--- src/rtl/fpst_pkg.sv ---
package fpst_pkg;

  localparam logic [5:0] OPC_DISP     = 6'd54;
  localparam logic [5:0] OPC_DISP_UPD = 6'd55;
  localparam logic [5:0] OPC_EXT      = 6'd31;
  localparam logic [9:0] XO_IDX       = 10'd727;
  localparam logic [9:0] XO_IDX_UPD   = 10'd759;
  localparam int unsigned DISP_W      = 16;
  localparam int unsigned RIDX_W      = 5;

  // bit 0: update form, bit 1: indexed form
  typedef enum logic [1:0] {
    FORM_DISP     = 2'b00,
    FORM_DISP_UPD = 2'b01,
    FORM_IDX      = 2'b10,
    FORM_IDX_UPD  = 2'b11
  } form_e;

  typedef enum logic [1:0] {
    OUT_STORE   = 2'd0,
    OUT_NOTMINE = 2'd1,
    OUT_ILLEGAL = 2'd2,
    OUT_FPOFF   = 2'd3
  } outcome_e;

  typedef struct packed {
    logic              hit;
    form_e             form;
    logic [RIDX_W-1:0] fsrc;
    logic [RIDX_W-1:0] base;
    logic [RIDX_W-1:0] idx;
    logic [DISP_W-1:0] disp;
  } dec_t;

  function automatic logic form_updates(form_e f);
    return f[0];
  endfunction

  function automatic logic form_indexed(form_e f);
    return f[1];
  endfunction

endpackage

--- src/rtl/fpst_decode.sv ---
module fpst_decode (
  input  logic [31:0]        insn,
  output fpst_pkg::dec_t     dec
);
  import fpst_pkg::*;

  logic [5:0] opc;
  logic [9:0] xo;
  logic       unused_rc;

  assign opc       = insn[31:26];
  assign xo        = insn[10:1];
  assign unused_rc = insn[0];

  always_comb begin
    dec.fsrc = insn[25:21];
    dec.base = insn[20:16];
    dec.idx  = insn[15:11];
    dec.disp = insn[15:0];
    dec.hit  = 1'b1;
    dec.form = FORM_DISP;
    if (opc == OPC_DISP) begin
      dec.form = FORM_DISP;
    end else if (opc == OPC_DISP_UPD) begin
      dec.form = FORM_DISP_UPD;
    end else if (opc == OPC_EXT && xo == XO_IDX) begin
      dec.form = FORM_IDX;
    end else if (opc == OPC_EXT && xo == XO_IDX_UPD) begin
      dec.form = FORM_IDX_UPD;
    end else begin
      dec.hit  = 1'b0;
    end
  end

endmodule

--- src/rtl/fpst_agen.sv ---
module fpst_agen #(
  parameter int unsigned XLEN = 64,
  parameter int unsigned AW   = 32
) (
  input  fpst_pkg::dec_t  dec,
  input  logic [XLEN-1:0] base_val,
  input  logic [XLEN-1:0] index_val,
  output logic [AW-1:0]   ea
);
  import fpst_pkg::*;

  localparam int unsigned EXT_W = XLEN - DISP_W;

  logic [XLEN-1:0] base_eff;
  logic [XLEN-1:0] offset;
  logic [XLEN-1:0] sum;
  logic            unused_hi;

  always_comb begin
    if (dec.base == '0 && !form_updates(dec.form)) begin
      base_eff = '0;
    end else begin
      base_eff = base_val;
    end
    if (form_indexed(dec.form)) begin
      offset = index_val;
    end else begin
      offset = {{EXT_W{dec.disp[DISP_W-1]}}, dec.disp};
    end
    sum = base_eff + offset;
  end

  assign ea        = sum[AW-1:0];
  assign unused_hi = ^sum[XLEN-1:AW];

endmodule

--- src/rtl/fpst_lanes.sv ---
module fpst_lanes #(
  parameter int unsigned XLEN = 64
) (
  input  logic [XLEN-1:0] fpr,
  output logic [XLEN-1:0] lanes
);
  localparam int unsigned NLANE = XLEN / 8;

  // lane g holds the byte for address EA+g; lane 0 is the most significant byte
  for (genvar g = 0; g < NLANE; g++) begin : g_lane
    assign lanes[8*g +: 8] = fpr[XLEN-8-8*g +: 8];
  end

endmodule

--- src/rtl/fpst_rsv.sv ---
module fpst_rsv #(
  parameter int unsigned AW      = 32,
  parameter int unsigned GRAN_LG = 3,
  parameter int unsigned NLANE   = 8
) (
  input  logic          clk,
  input  logic          rst_n,
  input  logic          set,
  input  logic [AW-1:0] set_addr,
  input  logic          st_fire,
  input  logic [AW-1:0] st_ea,
  output logic          valid
);
  localparam int unsigned GW = AW - GRAN_LG;

  logic [GW-1:0] gran_q, gran_d;
  logic          valid_q, valid_d;
  logic [AW-1:0] st_last;
  logic          hit;
  logic          unused_lo;

  // a store no wider than the granule touches at most its first and last granule
  assign st_last   = st_ea + AW'(NLANE - 1);
  assign hit       = (st_ea[AW-1:GRAN_LG] == gran_q) || (st_last[AW-1:GRAN_LG] == gran_q);
  assign unused_lo = ^set_addr[GRAN_LG-1:0];

  always_comb begin
    valid_d = valid_q;
    gran_d  = gran_q;
    if (set) begin
      valid_d = 1'b1;
      gran_d  = set_addr[AW-1:GRAN_LG];
    end else if (st_fire && hit) begin
      valid_d = 1'b0;
    end
  end

  always_ff @(posedge clk or negedge rst_n) begin
    if (!rst_n) begin
      valid_q <= 1'b0;
    end else begin
      valid_q <= valid_d;
    end
  end

  always_ff @(posedge clk) begin
    if (set) begin
      gran_q <= gran_d;
    end
  end

  assign valid = valid_q;

endmodule

--- src/rtl/fpd_store_unit.sv ---
module fpd_store_unit #(
  parameter int unsigned XLEN    = 64,
  parameter int unsigned AW      = 32,
  parameter int unsigned GRAN_LG = 3
) (
  input  logic            clk,
  input  logic            rst_n,
  input  logic            insn_valid,
  output logic            insn_ready,
  input  logic [31:0]     insn_word,
  output logic [4:0]      rd_fpr_idx,
  output logic [4:0]      rd_base_idx,
  output logic [4:0]      rd_index_idx,
  input  logic [XLEN-1:0] base_val,
  input  logic [XLEN-1:0] index_val,
  input  logic [XLEN-1:0] fpr_val,
  input  logic            fp_enable,
  input  logic            rsv_set,
  input  logic [AW-1:0]   rsv_addr,
  output logic            rsv_valid,
  output logic            mem_valid,
  input  logic            mem_ready,
  output logic [AW-1:0]   mem_addr,
  output logic [XLEN-1:0] mem_lanes,
  output logic            gpr_wb_valid,
  output logic [4:0]      gpr_wb_idx,
  output logic [XLEN-1:0] gpr_wb_data,
  output logic            done,
  output logic            exc_fp_unavail,
  output logic            exc_illegal,
  output logic            not_mine
);
  import fpst_pkg::*;

  localparam int unsigned NLANE = XLEN / 8;
  localparam int unsigned PAD_W = XLEN - AW;

  // reset synchronizer: asserts at once, releases on the clock
  logic rst_meta_q, rst_sync_q;

  always_ff @(posedge clk or negedge rst_n) begin
    if (!rst_n) begin
      rst_meta_q <= 1'b0;
      rst_sync_q <= 1'b0;
    end else begin
      rst_meta_q <= 1'b1;
      rst_sync_q <= rst_meta_q;
    end
  end

  dec_t            dec;
  logic [AW-1:0]   ea;
  logic [XLEN-1:0] lanes;
  outcome_e        outcome;
  logic            accept, capture, handshake;

  logic              busy_q, busy_d;
  logic              nm_q, nm_d, ill_q, ill_d, fpoff_q, fpoff_d;
  logic [AW-1:0]     ea_q;
  logic [XLEN-1:0]   lanes_q;
  logic [RIDX_W-1:0] wb_idx_q;
  logic              upd_q;

  fpst_decode u_dec (
    .insn (insn_word),
    .dec  (dec)
  );

  fpst_agen #(.XLEN(XLEN), .AW(AW)) u_agen (
    .dec       (dec),
    .base_val  (base_val),
    .index_val (index_val),
    .ea        (ea)
  );

  fpst_lanes #(.XLEN(XLEN)) u_lanes (
    .fpr   (fpr_val),
    .lanes (lanes)
  );

  fpst_rsv #(.AW(AW), .GRAN_LG(GRAN_LG), .NLANE(NLANE)) u_rsv (
    .clk      (clk),
    .rst_n    (rst_sync_q),
    .set      (rsv_set),
    .set_addr (rsv_addr),
    .st_fire  (handshake),
    .st_ea    (ea_q),
    .valid    (rsv_valid)
  );

  assign rd_fpr_idx   = dec.fsrc;
  assign rd_base_idx  = dec.base;
  assign rd_index_idx = dec.idx;

  // outcome priority: foreign word, malformed update form, FP disabled, store
  always_comb begin
    if (!dec.hit) begin
      outcome = OUT_NOTMINE;
    end else if (form_updates(dec.form) && dec.base == '0) begin
      outcome = OUT_ILLEGAL;
    end else if (!fp_enable) begin
      outcome = OUT_FPOFF;
    end else begin
      outcome = OUT_STORE;
    end
  end

  assign accept    = insn_valid && !busy_q;
  assign capture   = accept && (outcome == OUT_STORE);
  assign handshake = busy_q && mem_ready;

  always_comb begin
    busy_d = busy_q;
    if (handshake) begin
      busy_d = 1'b0;
    end else if (capture) begin
      busy_d = 1'b1;
    end
    nm_d    = accept && (outcome == OUT_NOTMINE);
    ill_d   = accept && (outcome == OUT_ILLEGAL);
    fpoff_d = accept && (outcome == OUT_FPOFF);
  end

  always_ff @(posedge clk or negedge rst_sync_q) begin
    if (!rst_sync_q) begin
      busy_q  <= 1'b0;
      nm_q    <= 1'b0;
      ill_q   <= 1'b0;
      fpoff_q <= 1'b0;
    end else begin
      busy_q  <= busy_d;
      nm_q    <= nm_d;
      ill_q   <= ill_d;
      fpoff_q <= fpoff_d;
    end
  end

  always_ff @(posedge clk) begin
    if (capture) begin
      ea_q     <= ea;
      lanes_q  <= lanes;
      wb_idx_q <= dec.base;
      upd_q    <= form_updates(dec.form);
    end
  end

  assign insn_ready     = !busy_q;
  assign mem_valid      = busy_q;
  assign mem_addr       = ea_q;
  assign mem_lanes      = lanes_q;
  assign done           = handshake;
  assign gpr_wb_valid   = handshake && upd_q;
  assign gpr_wb_idx     = wb_idx_q;
  assign gpr_wb_data    = {{PAD_W{1'b0}}, ea_q};
  assign exc_fp_unavail = fpoff_q;
  assign exc_illegal    = ill_q;
  assign not_mine       = nm_q;

endmodule

--- config.mk ---
export PLATFORM = sky130hd
export DESIGN_NAME = fpd_store_unit
export DESIGN_NICKNAME = d
export VERILOG_FILES = /design/src/rtl/fpst_pkg.sv /design/src/rtl/fpst_decode.sv /design/src/rtl/fpst_agen.sv /design/src/rtl/fpst_lanes.sv /design/src/rtl/fpst_rsv.sv /design/src/rtl/fpd_store_unit.sv
export SDC_FILE = /design/constraint.sdc
export NUM_CORES = 1
export LEC_CHECK = 0
export ABC_CLOCK_PERIOD_IN_PS = 1100
export CAP_MARGIN = 10
export CELL_PAD_IN_SITES_DETAIL_PLACEMENT = 0
export CELL_PAD_IN_SITES_GLOBAL_PLACEMENT = 1
export CORE_AREA = 2 2 175 177
export CTS_CLUSTER_SIZE = 40
export DETAILED_ROUTE_END_ITERATION = 10
export DIE_AREA = 0 0 177 179
export DONT_BUFFER_PORTS = 1
export PLACE_DENSITY_LB_ADDON = 0.25
export SYNTH_ARGS = -nofsm -noshare
export SYNTH_HDL_FRONTEND = slang
export SYNTH_SLANG_ARGS = --single-unit
--- constraint.sdc ---
create_clock -name clk -period 1.1 [get_ports clk]
set_clock_uncertainty 0.1 [all_clocks]
set_input_delay 0.33 -clock clk [delete_from_list [all_inputs] [get_ports clk]]
set_output_delay 0.33 -clock clk [all_outputs]
set_load 0.05 [all_outputs]
* Word-level counts from Yosys, hierarchy flattened *
Cells that the tools add are included.

storage, ports and cells
  register bits after elaboration = 138
  latch bits = 0
  RAM bits = 0
  bits in read-only memories = 0
  logic and storage cells = 60
  memories = 0

cells by class
  add/subtract/negate cells = 2
  multiply operators = 0
  div/mod/pow operators = 0
  magnitude comparators = 0
  equality and inequality tests = 10
  shift-type cells = 0
  mux-type cells = 17
  bitwise gates (word level) = 0
  reductions and logical operators = 19

operator list
  kind                                                             number
  32-bit two-way mux                                               2
  29-bit == test                                                   2
  32-bit by 3-bit adder with 32-bit output, second input constant  1
  32-bit adder                                                     1
  10-bit == test, second input constant                            2
  2-bit two-way mux                                                7
  6-bit == test, second input constant                             2
  1-bit logical AND                                                12
  1-bit two-way mux                                                8
  6-bit by 5-bit == test with 1-bit output, second input constant  1
  5-bit zero test                                                  1
  2-bit == test, second input constant                             2
  2-bit nonzero test                                               2
  2-bit by 1-bit == test with 1-bit output, second input constant  1
  1-bit zero test                                                  2
  2-bit zero test                                                  1
  1-bit logical OR                                                 1

* Depth between registers and ports, before layout *
  word-level depth = 13
  gate-level depth with buffers = 16
  gate-level depth less buffers = 14

* Hierarchy *
Synthesis repeated with hierarchy kept, for this count alone.

unflattened totals
  cells, all modules = 803
  area, all modules = 8778.4 um^2

by module, submodules not included
  module          instances  cells an instance  area an instance (um^2)
  fpd_store_unit  1          187                3786.1
  fpst_agen       1          317                2164.6
  fpst_rsv        1          189                2011.9
  fpst_lanes      1          64                 480.5
  fpst_decode     1          46                 335.3

* Least setup slack after synthesis *
No wires, ideal clock.

  path type = input port to flip-flop
  from = input insn_word[31]
  to = register wb_idx_q[0], in the netlist gpr_wb_idx[0], enable pin
  setup time = 0.473 ns
  arrival time = 3.783 ns
  setup slack = -3.256 ns
  cell stages on the path = 6
  path buffers = 0
  cell sequence = nand4b_1 -> nor4_4 -> or2_2 -> nand3_1 -> a21oi_1 -> and2_1

between the ends
  longest elaborated chain between the ends = 11

ends and longest elaborated chain
  element                                   line                                  RTL
  from (decl)                               fpd_store_unit.sv:10                  input logic [31:0] insn_word,
  6-bit by 5-bit == test with 1-bit output  fpst_decode.sv:26, fpst_decode.sv:28
  1-bit logical AND                         fpst_decode.sv:28                     end else if (opc == OPC_EXT && xo == XO_IDX_UPD) begin
  2-bit two-way mux                         fpst_decode.sv:28
  2-bit two-way mux                         fpst_decode.sv:26                     end else if (opc == OPC_EXT && xo == XO_IDX) begin
  2-bit two-way mux                         fpst_decode.sv:24                     end else if (opc == OPC_DISP_UPD) begin
  2-bit two-way mux                         fpst_decode.sv:22                     if (opc == OPC_DISP) begin
  1-bit logical AND                         fpd_store_unit.sv:99                  end else if (form_updates(dec.form) && dec.base == '0) begin
  2-bit two-way mux                         fpd_store_unit.sv:99
  2-bit two-way mux *                       fpd_store_unit.sv:97                  if (!dec.hit) begin
  2-bit zero test *                         fpd_store_unit.sv:109                 assign capture = accept && (outcome == OUT_STORE);
  1-bit logical AND *                       fpd_store_unit.sv:109
  net capture                               fpd_store_unit.sv:55                  logic accept, capture, handshake;
  to (signal assigned)                      fpd_store_unit.sv:142                 wb_idx_q <= dec.base;
  to (decl)                                 fpd_store_unit.sv:61                  logic [RIDX_W-1:0] wb_idx_q;

The timed path passes the listed nets; every way through them passes the cells marked *.
A chain may end at the register's enable or synchronous reset.

* Worst setup path in the final report *
  from = input insn_word[4]
  to = register ea_q[30], in the netlist mem_addr[30], data pin

between the ends
  longest elaborated chain between the ends = 10

ends and longest elaborated chain
  element               line                   RTL
  10-bit == test        fpst_decode.sv:28
  1-bit logical AND     fpst_decode.sv:28
  2-bit two-way mux     fpst_decode.sv:28
  2-bit two-way mux     fpst_decode.sv:26
  2-bit two-way mux     fpst_decode.sv:24
  2-bit two-way mux     fpst_decode.sv:22
  1-bit zero test       fpst_agen.sv:20        if (dec.base == '0 && !form_updates(dec.form)) begin
  1-bit logical AND     fpst_agen.sv:20
  32-bit two-way mux    fpst_agen.sv:20
  32-bit adder *        fpst_agen.sv:30        sum = base_eff + offset;
  net ea[30]            fpd_store_unit.sv:52   logic [AW-1:0] ea;
  to (signal assigned)  fpd_store_unit.sv:140  ea_q <= ea;
  to (decl)             fpd_store_unit.sv:59   logic [AW-1:0] ea_q;

Marks and branches as above.

==> qor.tcl <==
set qor(dpl_cell_area_um2) 11300
set qor(share_of_the_synthesized_area_in_compound_gates_ao_oa_aoi_oai_pct) 10.6
set qor(yosys.cell_types.count) 74
set qor(post_synth_mux_area_share_pct) 1.65
set qor(multi_input_area_um2) 4200
set qor(netlist_top_cells_area) {edfxtp_1, buf_4, ha_1, xnor2_1, nand2_1}
set qor(vdd_drop_max_v) 0.000802
set qor(fraction_of_layout_instances_using_a_drive_strength_above_1_pct) 43.5
set qor(tritoncts) {done}
set qor(wl_mm) 27.3
set qor(synth-simple-area-share_pct) 16.8
set qor(synth.ff_latch_count) 138
set qor(synth_top_area_share_pct) 48.4
set qor(htree_num_levels) 4
set qor(synthAdderAreaFrac_pct) 5.02
set qor(buffer_ports.inserted) 0
set qor(final_antenna_net_count) 0
set qor(floorplan.core_area_um2) 30000
set qor(synth-async-reset-ratio_pct) 5.07
set qor(mostFrequentLayoutCells) {buf_4, edfxtp_1, buf_12, dlygate4sd3_1, nand2_1}
set qor(io_pins) 450
set qor(cts_root_buf) {clkbuf_16}
set qor(setup.worst_path.end_class) {flop}
set qor(fillers) 2625
set qor(design.final.nets) 1391
set qor(postSynthAreaPerCell_um2) 11.3
set qor(number_of_buffers_inserted_during_clock_tree_synthesis) 17
set qor(synth-edff-count) 131
set qor(clk_latency_ns) 0.42
set qor(number_of_iterations_in_the_first_detailed_routing_pass) 4
set qor(last_weighted_congestion_value_of_the_routability_driven_placer) 0.817
set qor(hold_buffers) 102
set qor(main_combinational_cell_family_by_area_after_synthesis) {simple AND/OR/NAND/NOR gates}
set qor(vias) 6779
set qor(initial_core_util_pct) 27.1
set qor(period_needed_ns) 3.56
set qor(postLayoutCellArea_um2) 14700
set qor(grt_pass1_vias) 6982
set qor(seqCellArea_um2) 4110
set qor(grt_max_degree) 39
set qor(crit_path_max_fanout) 3
set qor(clock_sink_count) 138
set qor(std_cell_rows) 64
set qor(die_area_um2) 31700
set qor(fin_ws_ns) -2.46
set qor(rsz_0062_raised_after_global_routing) {true}
set qor(detail_route.drc_violations) 0
set qor(syn-instance-count) 722
set qor(cp_data_arrival_time_ns) 3.62
set qor(wl_per_cell_um) 18.1
set qor(avgViaCountPerCell) 4.50
set qor(drv_cap) 0
set qor(antenna_violations_before_repair) 0
set qor(synthesis.area_um2) 8130
set qor(final-hold-violation-count) 29
set qor(grt_overflow_total) 0
set qor(classification_of_the_worst_slack_hold_path) {input pin to flop}
set qor(synth-seq-area-share_pct) 50.5
set qor(drtIter0Drc) 332
set qor(post-route-util_pct) 48.9
set qor(path_class) {input pin to flop}
set qor(lkg_pwr_nw) 5.81
set qor(power_density_nw_per_um2) 1030
set qor(synthToLayoutAreaGrowth_pct) 80.4
set qor(setup-violations-final) 281
set qor(post_route_hold_slack_ns) -0.0809
set qor(path_clk_slew_ns) 0.06
set qor(synthXorXnorAreaFrac_pct) 6.57
set qor(post_route_total_power_w) 0.0151
set qor(outcome) {finished, violations left}
set qor(fin_max_slew_vios) 0
set qor(num_antenna_cells) 0
set qor(crit_start_category) {input pin}
set qor(die_h_um) 179
set qor(ctsLongestPathBuffers) 2
set qor(timing.critical_path.required_ns) 1.16
set qor(failed_checks) {hold timing, setup timing}
set qor(synth_top_area_cell) {edfxtp_1}
set qor(stdcell_count) 1506
set qor(synthFlopType) {edfxtp_1}
set qor(period_share_pct) 324
set qor(placed_cells) 1331
set qor(ys_warn_count) 0
set qor(most_common_cell_after_layout_fill_and_taps_aside) {buf_4}
set qor(groute.usage.overall_pct) 16.4
set qor(detailed_place_hpwl_mm) 20.8
set qor(grt_first_pass_wirelength_mm) 39.4
set qor(die_x_um) 177
set qor(fmaxAchievable_mhz) 281
[Yosys cell counts (all sizes together) (3+ instances only)]
library cell and number:
and2 37, nor2 29, a2111oi 3, nand3b 3
nor4 12, a21boi 4, nor3 15, o21ai 24
or3 5, ha 31, o22ai 3, o31ai 4
and3 10, a21oi 33, buf 82, nand3 14
a211oi 10, o211ai 5, nor2b 6, inv 16
nand4 14, nand4b 4, xnor2 37, a21o 9
nand2b 6, and4 5, xor2 24, or4 3
clkbuf 12, nand2 64, o21bai 5, o21a 5
edfxtp 131, mux2 11, dfrtp 7, nor3b 6
[area by class of cell]
cell class	instances	area share, %
Timing Repair Buffer	419	35.5
Multi-Input combinational cell	505	28.6
Sequential cell	138	28.0
Tap cell	396	3.38
Clock buffer	17	2.90
Clock inverter	15	1.20
Inverter	16	0.435
[metrics by stage]
step	worst slack, ns	setup TNS [ns]	hold slack, ns
after floorplan	-2.69	-245.36	-0.0656
after global placement	-3.02	-229.14	-0.0655
after detailed placement	-3.10	-232.23	-0.0654
after CTS	-2.43	-216.34	-0.113
after global routing	-2.65	-236.00	-0.111
final	-2.46	-216.61	-0.0809
[worst max-delay path: stages]
cell,delay (ns)
nand4bb_4,0.22
nor4_4,0.33
buf_4,0.19
mux2_4,0.31
ha_4,0.17
fa_2,0.39
a211oi_4,0.28
nor4_4,0.09
o211a_1,0.27
o2111ai_4,0.29
a21oi_4,0.14
a2111oi_4,0.34
or4b_1,0.18
o211ai_2,0.08
[power breakdown]
group | switching [W] | total [W] | internal (W)
clock | 0.00230 | 0.00586 | 0.00356
combinational | 0.00161 | 0.00325 | 0.00165
sequential | 0.0000807 | 0.00602 | 0.00594
[registers in the layout, indices dropped and copies added, names as in the netlist]
register        flops
mem_lanes          64
mem_addr           32
u_rsv.gran_q       29
gpr_wb_idx          5
exc_fp_unavail      1
exc_illegal         1
mem_valid           1
not_mine            1
rst_meta_q          1
rst_sync_q          1
u_rsv.valid         1
upd_q               1
[cells by family (layout without fill, tap and decap cells)]
group / after synthesis / after routing
AO/OA/AOI/OAI: 124 / 124
adder cells (fa/ha/maj): 32 / 32
AND/OR/NAND/NOR: 243 / 243
buffers and inverters: 110 / 467
flip-flops: 138 / 138
multiplexers: 12 / 12
other: 2 / 33
XOR/XNOR: 61 / 61
[worst paths after layout]
path | start | to | slack [ns] | depth (start not counted)
max | insn_word[4] | mem_addr[30] | -2.46 | 14
min | rsv_set | u_rsv.gran_q[17] | -0.08 | 0
max reg2reg | mem_addr[3] | u_rsv.valid | -1.41 | 8
min reg2reg | rst_sync_q | not_mine | 0.01 | 0
max in group asynchronous | rst_sync_q | mem_valid | 0.66 | 0
min in group asynchronous | rst_sync_q | not_mine | 0.01 | 0
[routing by layer]
metal	GRT usage, %	vias up	part of all wire, %
met2	29.7	229	52
met1	18.9	3220	40
li1	-	3304	-
met3	4.45	26	6.5
met5	0	-	0
met4	4.55	0	1.3
[what timing repair did]
| action | 4_1_cts | 5_1_grt |
|---|---|---|
| gates resized for setup | 114 | 154 |
| buffers inserted | 13 | 29 |
| pin swaps | 28 | 59 |
| cloned | 3 | 11 |
| endpoints found under the setup margin | 281 | 281 |
| hold endpoints to repair | 133 | 29 |
Power figures use the tool's default switching activity.
